--- config.mk ---
export PLATFORM = sky130hd
export DESIGN_NAME = sar_conv_seq
export DESIGN_NICKNAME = d
export VERILOG_FILES = /design/src/rtl/sar_seq_pkg.sv /design/src/rtl/sar_acq_decode.sv /design/src/rtl/sar_phase_ctrl.sv /design/src/rtl/sar_bit_reg.sv /design/src/rtl/sar_conv_seq.sv
export SDC_FILE = /design/constraint.sdc
export NUM_CORES = 1
export LEC_CHECK = 0
export ABC_CLOCK_PERIOD_IN_PS = 6700
export BUFFER_PORTS_ARGS = -buffer_cell sky130_fd_sc_hd__buf_2
export CAP_MARGIN = 25
export CORE_MARGIN = 3
export CORE_UTILIZATION = 60
export CTS_CLUSTER_SIZE = 20
export DETAILED_ROUTE_END_ITERATION = 10
export PLACE_DENSITY = 0.89
export SYNTH_ARGS = -nofsm -noshare
export SYNTH_HDL_FRONTEND = slang
export SYNTH_SLANG_ARGS = --single-unit
--- constraint.sdc ---
create_clock -name clk -period 6.7 [get_ports clk]
set_clock_uncertainty 0.1 [all_clocks]
set_input_delay 0.335 -clock clk [delete_from_list [all_inputs] [get_ports clk]]
set_output_delay 0.335 -clock clk [all_outputs]
set_load 0.05 [all_outputs]
--- src/rtl/sar_seq_pkg.sv ---
package sar_seq_pkg;
  typedef enum logic [1:0] {
    PH_IDLE = 2'd0,
    PH_ACQ  = 2'd1,
    PH_BIT  = 2'd2,
    PH_TAIL = 2'd3
  } phase_t;
endpackage

--- src/rtl/sar_acq_decode.sv ---
module sar_acq_decode #(
  parameter int CODE_W  = 4,
  parameter int MAX_LOG = 8,
  parameter int LEN_W   = MAX_LOG + 1
) (
  input  logic [CODE_W-1:0] code,
  output logic [LEN_W-1:0]  len
);
  // codes 0..2 linear, 3..MAX_LOG+1 powers of two from 4, rest clamp
  always_comb begin
    if (code < CODE_W'(3))
      len = LEN_W'(code) + LEN_W'(1);
    else if (code <= CODE_W'(MAX_LOG + 1))
      len = LEN_W'(1) << (code - CODE_W'(1));
    else
      len = LEN_W'(1) << MAX_LOG;
  end

  always_comb begin
    a_r2_len_nonzero: assert (len != '0);
  end
endmodule

--- src/rtl/sar_phase_ctrl.sv ---
module sar_phase_ctrl
  import sar_seq_pkg::*;
#(
  parameter int MAX_BITS  = 12,
  parameter int LEN_W     = 9,
  parameter int PASS_W    = 9,
  parameter int BIT_IDX_W = $clog2(MAX_BITS)
) (
  input  logic                 clk,
  input  logic                 rst,
  input  logic                 start,
  input  logic [LEN_W-1:0]     len_in,
  input  logic [BIT_IDX_W-1:0] last_idx_in,
  input  logic [PASS_W-1:0]    passes_in,
  output phase_t               phase,
  output logic [BIT_IDX_W-1:0] bit_idx,
  output logic                 bit_last,
  output logic                 pass_last
);
  logic [LEN_W-1:0]     acq_cnt;
  logic [LEN_W-1:0]     len_q;
  logic [BIT_IDX_W-1:0] last_idx_q;
  logic [PASS_W-1:0]    pass_cnt;
  logic [PASS_W-1:0]    pass_max_q;

  always_ff @(posedge clk) begin
    if (rst) begin
      phase      <= PH_IDLE;
      acq_cnt    <= '0;
      len_q      <= '0;
      last_idx_q <= '0;
      bit_idx    <= '0;
      pass_cnt   <= '0;
      pass_max_q <= '0;
    end else begin
      case (phase)
        PH_IDLE: if (start) begin
          phase      <= PH_ACQ;
          acq_cnt    <= len_in - LEN_W'(1);
          len_q      <= len_in;
          last_idx_q <= last_idx_in;
          pass_max_q <= passes_in - PASS_W'(1);
          pass_cnt   <= '0;
        end
        PH_ACQ: begin
          if (acq_cnt == '0) begin
            phase   <= PH_BIT;
            bit_idx <= BIT_IDX_W'(MAX_BITS - 1);
          end else begin
            acq_cnt <= acq_cnt - LEN_W'(1);
          end
        end
        PH_BIT: begin
          if (bit_idx == last_idx_q) phase <= PH_TAIL;
          else bit_idx <= bit_idx - BIT_IDX_W'(1);
        end
        PH_TAIL: begin
          if (pass_cnt == pass_max_q) begin
            phase <= PH_IDLE;
          end else begin
            pass_cnt <= pass_cnt + PASS_W'(1);
            phase    <= PH_ACQ;
            acq_cnt  <= len_q - LEN_W'(1);
          end
        end
        default: phase <= PH_IDLE;
      endcase
    end
  end

  assign bit_last  = (phase == PH_BIT) && (bit_idx == last_idx_q);
  assign pass_last = (pass_cnt == pass_max_q);

  // once sampling or trials run, the block cannot drop to idle directly
  a_r8_busy_stays: assert property (@(posedge clk) disable iff (rst)
    (phase == PH_ACQ || phase == PH_BIT) |=> (phase != PH_IDLE));
  // trials open at the MSB
  a_r4_msb_first: assert property (@(posedge clk) disable iff (rst)
    (phase == PH_BIT && $past(phase) == PH_ACQ) |-> (bit_idx == BIT_IDX_W'(MAX_BITS - 1)));
  // trials step down by one bit per cycle
  a_r4_descend: assert property (@(posedge clk) disable iff (rst)
    (phase == PH_BIT && $past(phase) == PH_BIT) |-> (bit_idx == $past(bit_idx) - BIT_IDX_W'(1)));
  // exactly one settling cycle per pass
  a_r6_single_tail: assert property (@(posedge clk) disable iff (rst)
    (phase == PH_TAIL) |=> (phase != PH_TAIL));
endmodule

--- src/rtl/sar_bit_reg.sv ---
module sar_bit_reg
  import sar_seq_pkg::*;
#(
  parameter int MAX_BITS  = 12,
  parameter int BIT_IDX_W = $clog2(MAX_BITS)
) (
  input  logic                 clk,
  input  logic                 rst,
  input  phase_t               phase,
  input  logic [BIT_IDX_W-1:0] bit_idx,
  input  logic                 bit_last,
  input  logic                 pass_last,
  input  logic                 cmp_in,
  output logic [MAX_BITS-1:0]  trial,
  output logic [MAX_BITS-1:0]  result,
  output logic                 done
);
  logic [MAX_BITS-1:0] work;
  logic [MAX_BITS-1:0] work_nxt;

  for (genvar g = 0; g < MAX_BITS; g++) begin : g_bit
    assign trial[g]    = (phase == PH_BIT) && (bit_idx == BIT_IDX_W'(g));
    assign work_nxt[g] = trial[g] ? cmp_in : work[g];

    always_ff @(posedge clk) begin
      if (rst)                  work[g] <= 1'b0;
      else if (phase == PH_ACQ) work[g] <= 1'b0;
      else                      work[g] <= work_nxt[g];
    end
  end

  always_ff @(posedge clk) begin
    if (rst) begin
      result <= '0;
      done   <= 1'b0;
    end else begin
      done <= bit_last && pass_last;
      if (bit_last && pass_last) result <= work_nxt;
    end
  end

  // at most one bit under trial
  a_r4_onehot: assert property (@(posedge clk) disable iff (rst) $onehot0(trial));
  // result moves only together with done
  a_r9_result_hold: assert property (@(posedge clk) disable iff (rst)
    !$stable(result) |-> done);
  // done is a single-cycle pulse
  a_r6_done_pulse: assert property (@(posedge clk) disable iff (rst) done |=> !done);
endmodule

--- src/rtl/sar_conv_seq.sv ---
module sar_conv_seq
  import sar_seq_pkg::*;
#(
  parameter int MAX_BITS = 12,
  parameter int RES_MID  = 8,
  parameter int RES_LOW  = 6,
  parameter int CODE_W   = 4,
  parameter int MAX_LOG  = 8,
  parameter int OSR_W    = 3
) (
  input  logic                clk,
  input  logic                rst,
  input  logic                start,
  input  logic                src_scan,
  input  logic [CODE_W-1:0]   acq_code_single,
  input  logic [CODE_W-1:0]   acq_code_scan,
  input  logic [1:0]          res_sel,
  input  logic                osr_en,
  input  logic [OSR_W-1:0]    osr_code,
  input  logic                cmp_in,
  output logic                sh_en,
  output logic [MAX_BITS-1:0] trial,
  output logic [MAX_BITS-1:0] result,
  output logic                done
);
  localparam int LEN_W     = MAX_LOG + 1;
  localparam int PASS_W    = (1 << OSR_W) + 1;
  localparam int BIT_IDX_W = $clog2(MAX_BITS);

  logic [CODE_W-1:0]    code_sel;
  logic [LEN_W-1:0]     acq_len;
  logic [BIT_IDX_W-1:0] last_idx;
  logic [PASS_W-1:0]    passes;
  phase_t               phase;
  logic [BIT_IDX_W-1:0] bit_idx;
  logic                 bit_last;
  logic                 pass_last;

  assign code_sel = src_scan ? acq_code_scan : acq_code_single;

  always_comb begin
    case (res_sel)
      2'd1:    last_idx = BIT_IDX_W'(MAX_BITS - RES_MID);
      2'd2:    last_idx = BIT_IDX_W'(MAX_BITS - RES_LOW);
      default: last_idx = '0;
    endcase
  end

  assign passes = osr_en ? (PASS_W'(2) << osr_code) : PASS_W'(1);

  sar_acq_decode #(.CODE_W(CODE_W), .MAX_LOG(MAX_LOG), .LEN_W(LEN_W)) u_dec (
    .code (code_sel),
    .len  (acq_len)
  );

  sar_phase_ctrl #(
    .MAX_BITS(MAX_BITS), .LEN_W(LEN_W), .PASS_W(PASS_W), .BIT_IDX_W(BIT_IDX_W)
  ) u_ctrl (
    .clk        (clk),
    .rst        (rst),
    .start      (start),
    .len_in     (acq_len),
    .last_idx_in(last_idx),
    .passes_in  (passes),
    .phase      (phase),
    .bit_idx    (bit_idx),
    .bit_last   (bit_last),
    .pass_last  (pass_last)
  );

  sar_bit_reg #(.MAX_BITS(MAX_BITS), .BIT_IDX_W(BIT_IDX_W)) u_bits (
    .clk      (clk),
    .rst      (rst),
    .phase    (phase),
    .bit_idx  (bit_idx),
    .bit_last (bit_last),
    .pass_last(pass_last),
    .cmp_in   (cmp_in),
    .trial    (trial),
    .result   (result),
    .done     (done)
  );

  assign sh_en = (phase == PH_ACQ);

  // sampling and bit trials never overlap
  a_r2_sh_excl: assert property (@(posedge clk) disable iff (rst)
    sh_en |-> (trial == '0));
  // done only in the settling cycle
  a_r6_done_tail: assert property (@(posedge clk) disable iff (rst)
    done |-> (phase == PH_TAIL && trial == '0 && !sh_en));
endmodule

==> results of run 1 <==
[metrics by stage]
step	utilization [%]	cell area (um2)
CTS	70.4	4190
detailed placement	66.2	3940
global placement	66.2	3940
floorplan	-	3720
global route	70.4	4190
finish	70.4	4190
[sequential cells by signal (all words and copies together), names as in the netlist]
register,flops
u_ctrl.acq_cnt,9
u_bits.done,1
u_bits.work,12
u_bits.result,12
u_ctrl.bit_idx,4
u_ctrl.last_idx_q,2
u_ctrl.pass_cnt,9
u_ctrl.pass_max_q,9
u_ctrl.phase,2
u_ctrl.len_q,9
[worst paths after layout]
kind	from	end	slack [ps]	cells past startpoint
worst max-delay path	src_scan	u_ctrl.acq_cnt[8]	3240	14
worst min-delay path	res_sel[1]	u_ctrl.last_idx_q[2]	180	3
worst max register to register	u_ctrl.phase[1]	u_ctrl.acq_cnt[8]	3390	12
worst min register to register	u_ctrl.len_q[4]	u_ctrl.len_q[4]	370	2
[logic make-up (layout without fill, tap and decap cells)]
kind of cell,after synthesis,count (layout),share of synthesized area [%]
xor gates and xnor gates,22,22,5.17
DFF,69,69,37.1
and+or+nand+nor,179,179,23.9
AOI/OAI and AO/OA,97,97,18.2
muxes,22,22,5.95
buffers and inverters,36,74,4.00
adders and majority gates,17,17,5.71
[area by class of cell]
cell class | instances | share of cell area [%]
Clock buffer | 11 | 3.37
Clock inverter | 5 | 2.54
Inverter | 14 | 1.25
Multi-Input combinational cell | 337 | 52.4
Sequential cell | 69 | 33.0
Tap cell | 75 | 2.24
Timing Repair Buffer | 44 | 5.26
[per-layer routing]
layer / track usage [%] / wire length (um) / vias up
met1: 33.2 / 3960 / 1584
met5: 0 / 0 / -
li1: - / - / 1649
met4: 10.5 / 152 / 0
met2: 41.4 / 4160 / 127
met3: 5.50 / 592 / 15
[cell usage after synthesis (10+ instances only)]
master	number	area share (%)
nor2_1	76	7.7
mux2i_1	21	5.6
xnor2_1	13	3.1
nand2_1	25	2.5
ha_1	17	5.7
a21oi_1	18	2.4
nand3_1	17	2.3
a22oi_1	10	2.0
a211oi_1	16	3.2
inv_1	14	1.4
o21ai_0	14	1.9
nor3_1	11	1.5
clkbuf_1	15	1.5
dfxtp_1	69	37
[worst max-delay path: stages]
cell and delay [ps]:
buf_2 220, mux2i_1 400, inv_1 160, ha_1 270
nor4_2 360, nor2_2 140, o311ai_0 540, nor2_1 130
ha_1 250, and3_1 150, o31ai_1 90, or3b_1 230
mux2i_1 190, a21oi_1 70
[power by group]
group | internal, mW | total, mW | switching, mW | leakage, nW
combinational | 0.216 | 0.621 | 0.405 | 0.988
sequential | 0.472 | 0.526 | 0.0538 | 0.561
clock | 0.259 | 0.419 | 0.160 | 0.120
==> qor.csv, run 1 <==
metric,value,unit
status,finished clean,
postcts setup bufs,0,
Yosys cell types,59,
later-pin clock latency in the skew report,350,ps
vias,3375,
DP Wirelength,6280,um
Area Overhead vs Synth,12.5,%
Crit. End Element,flop,
Rows,28,
final hold viol count,0,
Hold WS,177,ps
Storage cell area,1380,um2
Place WS,2910,ps
Post-Route WL,8860,um
Die H,84.8,um
CTS sink count,69,
initial antenna violation count,0,
Yosys warning total,0,
startpoint types,input pin,
root buffer cell,clkbuf_8,
"commonest non-fill, non-tap cell in the layout",nor2_1,
fin crit period,3460,ps
Via density,6.08,
Slew Limit Fails,0,
number of port buffers,44,
Min-Delay Path Class,input pin to flop,
share of layout cells above drive strength 1,14.8,%
Setup TNS,0,ps
ANT nets after route,0,
1st-iter DRT viols,259,
power per cell area,374,nW/um2
Die Width,84.8,um
die area,7190,um2
Worst EP arrival,3560,ps
Layout Nets,511,
Tcrit/Tclk final,51.6,%
ys flop type,dfxtp_1,
largest net degree at the start of global routing,55,
post-cts gate resize count,0,
"Worst Path Class, Setup",input pin to flop,
IO Count,45,
CTS tree,built,
total global routing overflow,0,
Critical Path RT,6800,ps
drt pass-1 iters,6,
CTS Buf Count,9,
worst setup margin,3240,ps
Mapped Cells,442,
area occupied by multi-input gates,2190,um2
Yosys reg bits,69,
Post-route DRC,0,
fillers,466,
Starting Density,62.5,%
first-pass GRT wire length,15000,um
Mapped Area,3720,um2
Max Fclk,289,MHz
measured slew at the worst slew-check pin,1020,ps
GRT Overall Usage,25.6,%
Max Root-Sink Buffers,2,
core box area,5960,um2
syn nets,478,
Post-synth EDFFs,0,
fraction of registers with async set/reset,0,%
Hold Buf Count CTS,0,
MaxCap Viol Count,0,
Leakage,1.67,nW
most frequent cells in the layout,"76 x nor2_1, 69 x dfxtp_1, 44 x buf_2, 25 x nand2_1, 21 x mux2i_1",
worst vdd ir,231,uV
RSZ-0062 raised after global routing,no,
vias in the first global route,3204,
detailed-route wire length per cell,16.0,um
"Power, Total",1.57,mW
Setup-failing EPs final,0,
"Seq/Total Area, Yosys",37.1,%
non-filler cells in the finished layout,555,
CP max FO,12,
Final GP Congestion,0.911,
Worst slew margin,31.0,%
Cells after DPL,539,
ANT cells,0,
"CTS clk-pin slew, worst paths",80,ps
"Avg Cell Area, Syn",8.43,um2
H-tree lvl count,3,
Note: power is estimated with default switching activity, not from simulation.
==> inputs of run 2 (changes only) <==
Settings changed: ABC_CLOCK_PERIOD_IN_PS 6700 to 2900, CORE_UTILIZATION 60 to 53, PLACE_DENSITY 0.89 to 0.84.
Clock period 6.7 ns to 2.9 ns, I/O delays scaled along.
==> run 2 against run 1 <==
  * Worst setup slack got worse by 3100 ps
  * Sequential cell count unchanged
  * Clock-buffer cell count is 2 lower
  * Global-route usage shrank 2.7 points
  * Sequential share of layout area decreased by 2.0 points
  * Non-clock buffer count is 32 higher
  * Power up 130%
  * Cell count is 9.0% higher
  * Die area increased by 12%
  * Sequential power increased by 130%
  * Combinational power grew to 2.6 times the previous value
  * Highest routed layer unchanged
==> qor.csv, run 2 (synthesized netlist as in run 1, its figures left out) <==
metric,value,unit,change
status,finished clean,,
vias,3460,,+2.5%
"Worst Path Class, Setup",flop to flop,,
measured slew at the worst slew-check pin,760,ps,-262 ps
IO Count,45,,unchanged
reg2reg start,u_ctrl.phase[1],,
Setup-failing EPs final,0,,unchanged
M2 GR Usage,36.3,%,-5.1 points
Rows,29,,+3.6%
CTS sink count,69,,unchanged
ANT nets after route,0,,unchanged
H-tree lvl count,3,,unchanged
Post-Route WL,9090,um,+2.5%
Max Root-Sink Buffers,2,,unchanged
GR Layer Usage met1,30.6,%,-2.7 points
later-pin clock latency in the skew report,360,ps,about the same
Critical Path RT,3000,ps,-3800 ps
final hold viol count,0,,unchanged
initial antenna violation count,0,,unchanged
CTS Buf Count,9,,unchanged
Min-Delay Path Class,input pin to flop,,
CP Buf/Inv Count,1,,-1
met3 Use GR,6.01,%,+0.51 points
first-pass GRT wire length,15300,um,+2.3%
gr busiest metal,met2,,
worst setup margin,178,ps,-3060 ps
DP Wirelength,6620,um,+5.3%
CP max FO,9,,-3
Cells after DPL,585,,+8.5%
RSZ-0062 raised after global routing,no,,
Slew Limit Fails,0,,unchanged
"Power, Total",3.57,mW,+130%
"slowest stage delay, CP",400,ps,-140 ps
Hold EP,u_ctrl.last_idx_q[2],,
MaxCap Viol Count,0,,unchanged
Worst EP arrival,2820,ps,-740 ps
Worst slew margin,48.8,%,+18 points
Post-route DRC,0,,unchanged
ANT cells,0,,unchanged
Final GP Congestion,0.959,,+5.3%
Crit. End Element,flop,,
power per cell area,800,nW/um2,+110%
CP max stage cell,or2_2,,
detailed-route wire length per cell,15.0,um,-5.9%
Die H,89.8,um,+5.9%
Hold Path Depth,4,,+1
CP cell instances,inv_1 -> ha_2 -> or2_2 -> o311ai_2 -> nor2_1 -> ha_1 -> and3_1 -> o31ai_1 -> or3b_4 -> mux2i_1 -> a21oi_1,,
worst vdd ir,469,uV,+100%
Place WS,-112,ps,-3020 ps
worst reg2reg path endpoint,u_ctrl.acq_cnt[8],,
number of port buffers,44,,unchanged
Setup TNS,0,ps,unchanged
most frequent cells in the layout,"76 x nor2_1, 68 x dfxtp_1, 44 x buf_2, 28 x buf_4, 25 x nand2_1",,
die area,8070,um2,+12%
startpoint types,flop,,
FF-to-FF path depth,11,,-1
largest net degree at the start of global routing,43,,-22%
Leakage,1.79,nW,+7.2%
CTS tree,built,,
share of layout cells above drive strength 1,21.7,%,+6.9 points
root buffer cell,clkbuf_8,,
GRT Overall Usage,22.9,%,-2.7 points
Die Width,89.8,um,+5.9%
worst hold start,res_sel[0],,
Max Fclk,367,MHz,
"commonest non-fill, non-tap cell in the layout",nor2_1,,
top flop regs,"u_bits.result (12), u_bits.work (12)",,
Layout Nets,543,,+6.3%
vias in the first global route,3274,,+2.2%
non-filler cells in the finished layout,605,,+9.0%
Tcrit/Tclk final,93.9,%,
total global routing overflow,0,,unchanged
Top delay family on crit path,simple AND/OR/NAND/NOR gates,,
1st-iter DRT viols,220,,-15%
fin crit period,2720,ps,
"CTS clk-pin slew, worst paths",80,ps,about the same
fillers,493,,+5.8%
Starting Density,56.7,%,-5.8 points
drt pass-1 iters,5,,-1
Via density,5.72,,-6.0%
core box area,6570,um2,+10%
r2r setup slk,180,ps,-3210 ps
Area Overhead vs Synth,20.0,%,
-- run 2: worst register-to-register path: stages (launching register included) --
cell	delay (ps)
dfxtp_2	370
inv_1	80
ha_2	220
or2_2	400
o311ai_2	340
nor2_1	100
ha_1	210
and3_1	160
o31ai_1	90
or3b_4	210
mux2i_1	200
a21oi_1	90
-- run 2: where the power goes --
part | internal [mW] | switching [mW]
sequential | 1.09 | 0.122
clock | 0.319 | 0.410
combinational | 0.640 | 0.994
total | 2.05 | 1.52
-- run 2: per-layer routing --
layer,part of all wire [%],vias up
met5,0,-
met4,1.5,0
met3,5.4,14
met2,46,101
met1,47,1625
li1,-,1720
-- run 2: worst max-delay path by stage --
stage                               start           endpoint  slack (ps)  cells past startpoint
after floorplan                  src_scan  u_ctrl.acq_cnt[8]           4                     14
after global placement           src_scan  u_ctrl.acq_cnt[8]          30                     14
after global routing      u_ctrl.phase[1]  u_ctrl.acq_cnt[6]          60                     13
after CTS                 u_ctrl.phase[1]  u_ctrl.acq_cnt[8]          50                     11
after detailed placement         src_scan  u_ctrl.acq_cnt[8]        -110                     14
final                     u_ctrl.phase[1]  u_ctrl.acq_cnt[8]         180                     11
-- run 2: area by class of cell --
| class | count | area (um2) | share of cell area, % |
|---|---|---|---|
| Multi-Input combinational cell | 337 | 2270 | 50.8 |
| Clock inverter | 7 | 55.1 | 1.23 |
| Clock buffer | 9 | 124 | 2.77 |
| Timing Repair Buffer | 76 | 470 | 10.5 |
| Tap cell | 93 | 116 | 2.60 |
| Sequential cell | 69 | 1380 | 30.9 |
| Inverter | 14 | 52.6 | 1.18 |
-- run 2: through the flow --
| stage | cell area [um2] | util (%) | hold slack, ps |
|---|---|---|---|
| 2_1_floorplan | 3770 | - | 193 |
| 3_3_place_gp | 4220 | 64.3 | 347 |
| 3_5_place_dp | 4220 | 64.3 | 352 |
| 4_1_cts | 4440 | 67.6 | 50.3 |
| 5_1_grt | 4470 | 68.1 | 72.0 |
| 6_report | 4470 | 68.1 | 52.3 |
-- run 2: repair_timing --
action	CTS	global route
setup endpoints to repair	0	3
hold buffers	4	0
setup buffers	0	0
resized for setup	0	5
hold endpoints to repair	5	0
==> inputs of run 3 (changes only) <==
Settings changed: ABC_AREA from default to 1, PLACE_DENSITY 0.84 to 0.83.
==> run 3 against run 2 <==
  * Sequential cell count stayed put
  * Worst hold slack better by 1.3 ps
  * First-iteration DRC count is 5.0% higher
  * Largest cell class unchanged
  * Wire length is 1.6% higher
==> qor.csv, run 3 <==
metric,value,unit,change
Worst EP arrival,2710,ps,-110 ps
Yosys cell types,38,,-36%
power per cell area,767,nW/um2,-4.1%
Setup-failing EPs final,0,,unchanged
"Seq/Total Area, Yosys",35.0,%,-2.1 points
vias,3786,,+9.4%
fillers,638,,+29%
"top cells by area, synth","dfxtp_1 35%, nand2_1 11%, inv_1 7.1%, nor2_1 6.6%, a21oi_1 6.5%",,
Leakage,2.09,nW,+17%
MaxCap Viol Count,0,,unchanged
CTS tree,built,,
Place WS,17.9,ps,+130 ps
Synth area leader,dfxtp_1,,
M2 GR Usage,37.6,%,+1.4 points
1st-iter DRT viols,231,,+5.0%
largest net degree at the start of global routing,43,,unchanged
Die H,92.3,um,+2.7%
ANT nets after route,0,,unchanged
Post-synth EDFFs,0,,unchanged
Mapped Area,3950,um2,+6.0%
top-count cell post-synth,nand2_1,,
core box area,7020,um2,+6.9%
GR Layer Usage met1,27.5,%,-3.0 points
Slew Limit Fails,0,,unchanged
Setup TNS,0,ps,unchanged
share of layout cells above drive strength 1,19.3,%,-2.4 points
Via density,5.23,,-8.6%
"Worst Path Class, Setup",flop to flop,,
ANT cells,0,,unchanged
Critical Path RT,3060,ps,+60 ps
Critical Path Start,u_ctrl.phase[0],,
Max Fclk,392,MHz,+6.8%
fraction of registers with async set/reset,0,%,unchanged
Worst slew margin,51.3,%,+2.5 points
Area Overhead vs Synth,13.8,%,
RSZ-0062 raised after global routing,no,,
final hold viol count,0,,unchanged
worst setup margin,350,ps,+172 ps
Yosys reg bits,69,,unchanged
later-pin clock latency in the skew report,350,ps,about the same
reg2reg start,u_ctrl.phase[0],,
initial antenna violation count,0,,unchanged
Max Root-Sink Buffers,2,,unchanged
most instantiated cells after synthesis,"114 x nand2_1, 75 x inv_1, 69 x dfxtp_1, 69 x nor2_1, 51 x a21oi_1",,
Starting Density,56.2,%,-0.48 points
Crit. End Element,flop,,
detailed-route wire length per cell,12.8,um,-15%
"Avg Cell Area, Syn",6.82,um2,-19%
drt pass-1 iters,5,,unchanged
"commonest non-fill, non-tap cell in the layout",nand2_1,,
post-synth top area share,35.0,%,-2.1 points
GRT Overall Usage,22.4,%,-0.43 points
Min-Delay Path Class,input pin to flop,,
CP max FO,16,,+7
Tcrit/Tclk final,87.9,%,-5.9 points
measured slew at the worst slew-check pin,728,ps,-32.6 ps
startpoint types,flop,,
Post-route DRC,0,,unchanged
met3 Use GR,5.77,%,-0.24 points
H-tree lvl count,3,,unchanged
worst vdd ir,450,uV,-4.1%
gr busiest metal,met2,,
Final GP Congestion,0.903,,-5.9%
syn nets,615,,+29%
top flop regs,"u_bits.result (12), u_bits.work (12)",,
total global routing overflow,0,,unchanged
most frequent cells in the layout,"114 x nand2_1, 75 x inv_1, 69 x nor2_1, 69 x dfxtp_1, 51 x a21oi_1",,
root buffer cell,clkbuf_8,,
fin crit period,2550,ps,-172 ps
Rows,30,,+3.4%
vias in the first global route,3672,,+12%
DP Wirelength,6650,um,+0.46%
IO Count,45,,unchanged
number of port buffers,44,,unchanged
first-pass GRT wire length,15800,um,+3.0%
Post-Route WL,9230,um,+1.6%
status,finished clean,,
worst hold start,res_sel[0],,
die area,8520,um2,+5.6%
Mapped Cells,579,,+31%
Die Width,92.3,um,+2.7%
"CTS clk-pin slew, worst paths",80,ps,about the same
CTS Buf Count,9,,unchanged
CTS sink count,69,,unchanged
Yosys warning total,0,,unchanged
ys flop type,dfxtp_1,,
Layout Nets,659,,+21%
[run 3: repair_timing]
item,4_1_cts,5_1_grt
setup buffers,0,0
resized for setup,0,0
endpoints found under the hold margin,4,0
hold buffers,4,0
[run 3: cell type report]
class,instances,area (um2),share of cell area [%]
Timing Repair Buffer,53,298,6.63
Inverter,81,307,6.82
Tap cell,96,120,2.67
Clock inverter,7,104,2.31
Clock buffer,9,124,2.76
Multi-Input combinational cell,409,2160,48.1
Sequential cell,69,1380,30.7
[run 3: final timing paths]
kind | endpoint | slack [ps] | depth (start not counted)
hold reg to reg | u_bits.result[5] | 360 | 2
setup / recovery | u_ctrl.acq_cnt[8] | 350 | 12
hold / removal | u_ctrl.last_idx_q[2] | 50 | 4
setup reg to reg | u_ctrl.acq_cnt[8] | 350 | 12
[run 3: kinds of logic after synthesis]
group                    Yosys count  share of synthesized area [%]
AND/OR/NAND/NOR                  267                           30.8
AO/OA/AOI/OAI                    109                           15.0
buffers and inverters            101                           10.3
flip-flops                        69                           35.0
adder cells (fa/ha/maj)           17                           5.39
XOR/XNOR                          16                           3.55
[run 3: through the flow]
| stage | power, mW | cells | utilization [%] | hold slack (ps) | area, um2 |
|---|---|---|---|---|---|
| floorplan | 2.24 | 579 | - | 188 | 3950 |
| CTS | 3.44 | 724 | 64.0 | 49.0 | 4490 |
| global route | 3.70 | 724 | 64.0 | 77.9 | 4490 |
| detailed placement | 2.53 | 704 | 60.2 | 348 | 4230 |
| global placement | 2.49 | 704 | 60.2 | 344 | 4230 |
| finish | 3.45 | 724 | 64.0 | 53.6 | 4490 |
[run 3: worst max-delay path: stages (launching register included)]
cell,delay (ps)
dfxtp_1,360
ha_1,300
inv_1,410
o22ai_1,180
a21oi_1,220
ha_1,230
inv_1,80
nor2_4,130
nand2_2,90
o21ai_1,150
nand3_1,80
nand2_1,90
inv_1,30
[run 3: power by group]
| part | internal [mW] | switching (mW) | total [mW] |
|---|---|---|---|
| Clock | 0.496 | 0.402 | 0.898 |
| Sequential | 1.10 | 0.0999 | 1.20 |
| Combinational | 0.433 | 0.913 | 1.35 |
| Total | 2.03 | 1.41 | 3.45 |
[run 3: metal layers]
metal | up-vias | wire (um)
met2 | 122 | 4500
met1 | 1716 | 4050
met5 | - | 0
li1 | 1927 | -
met4 | 0 | 167
met3 | 21 | 512
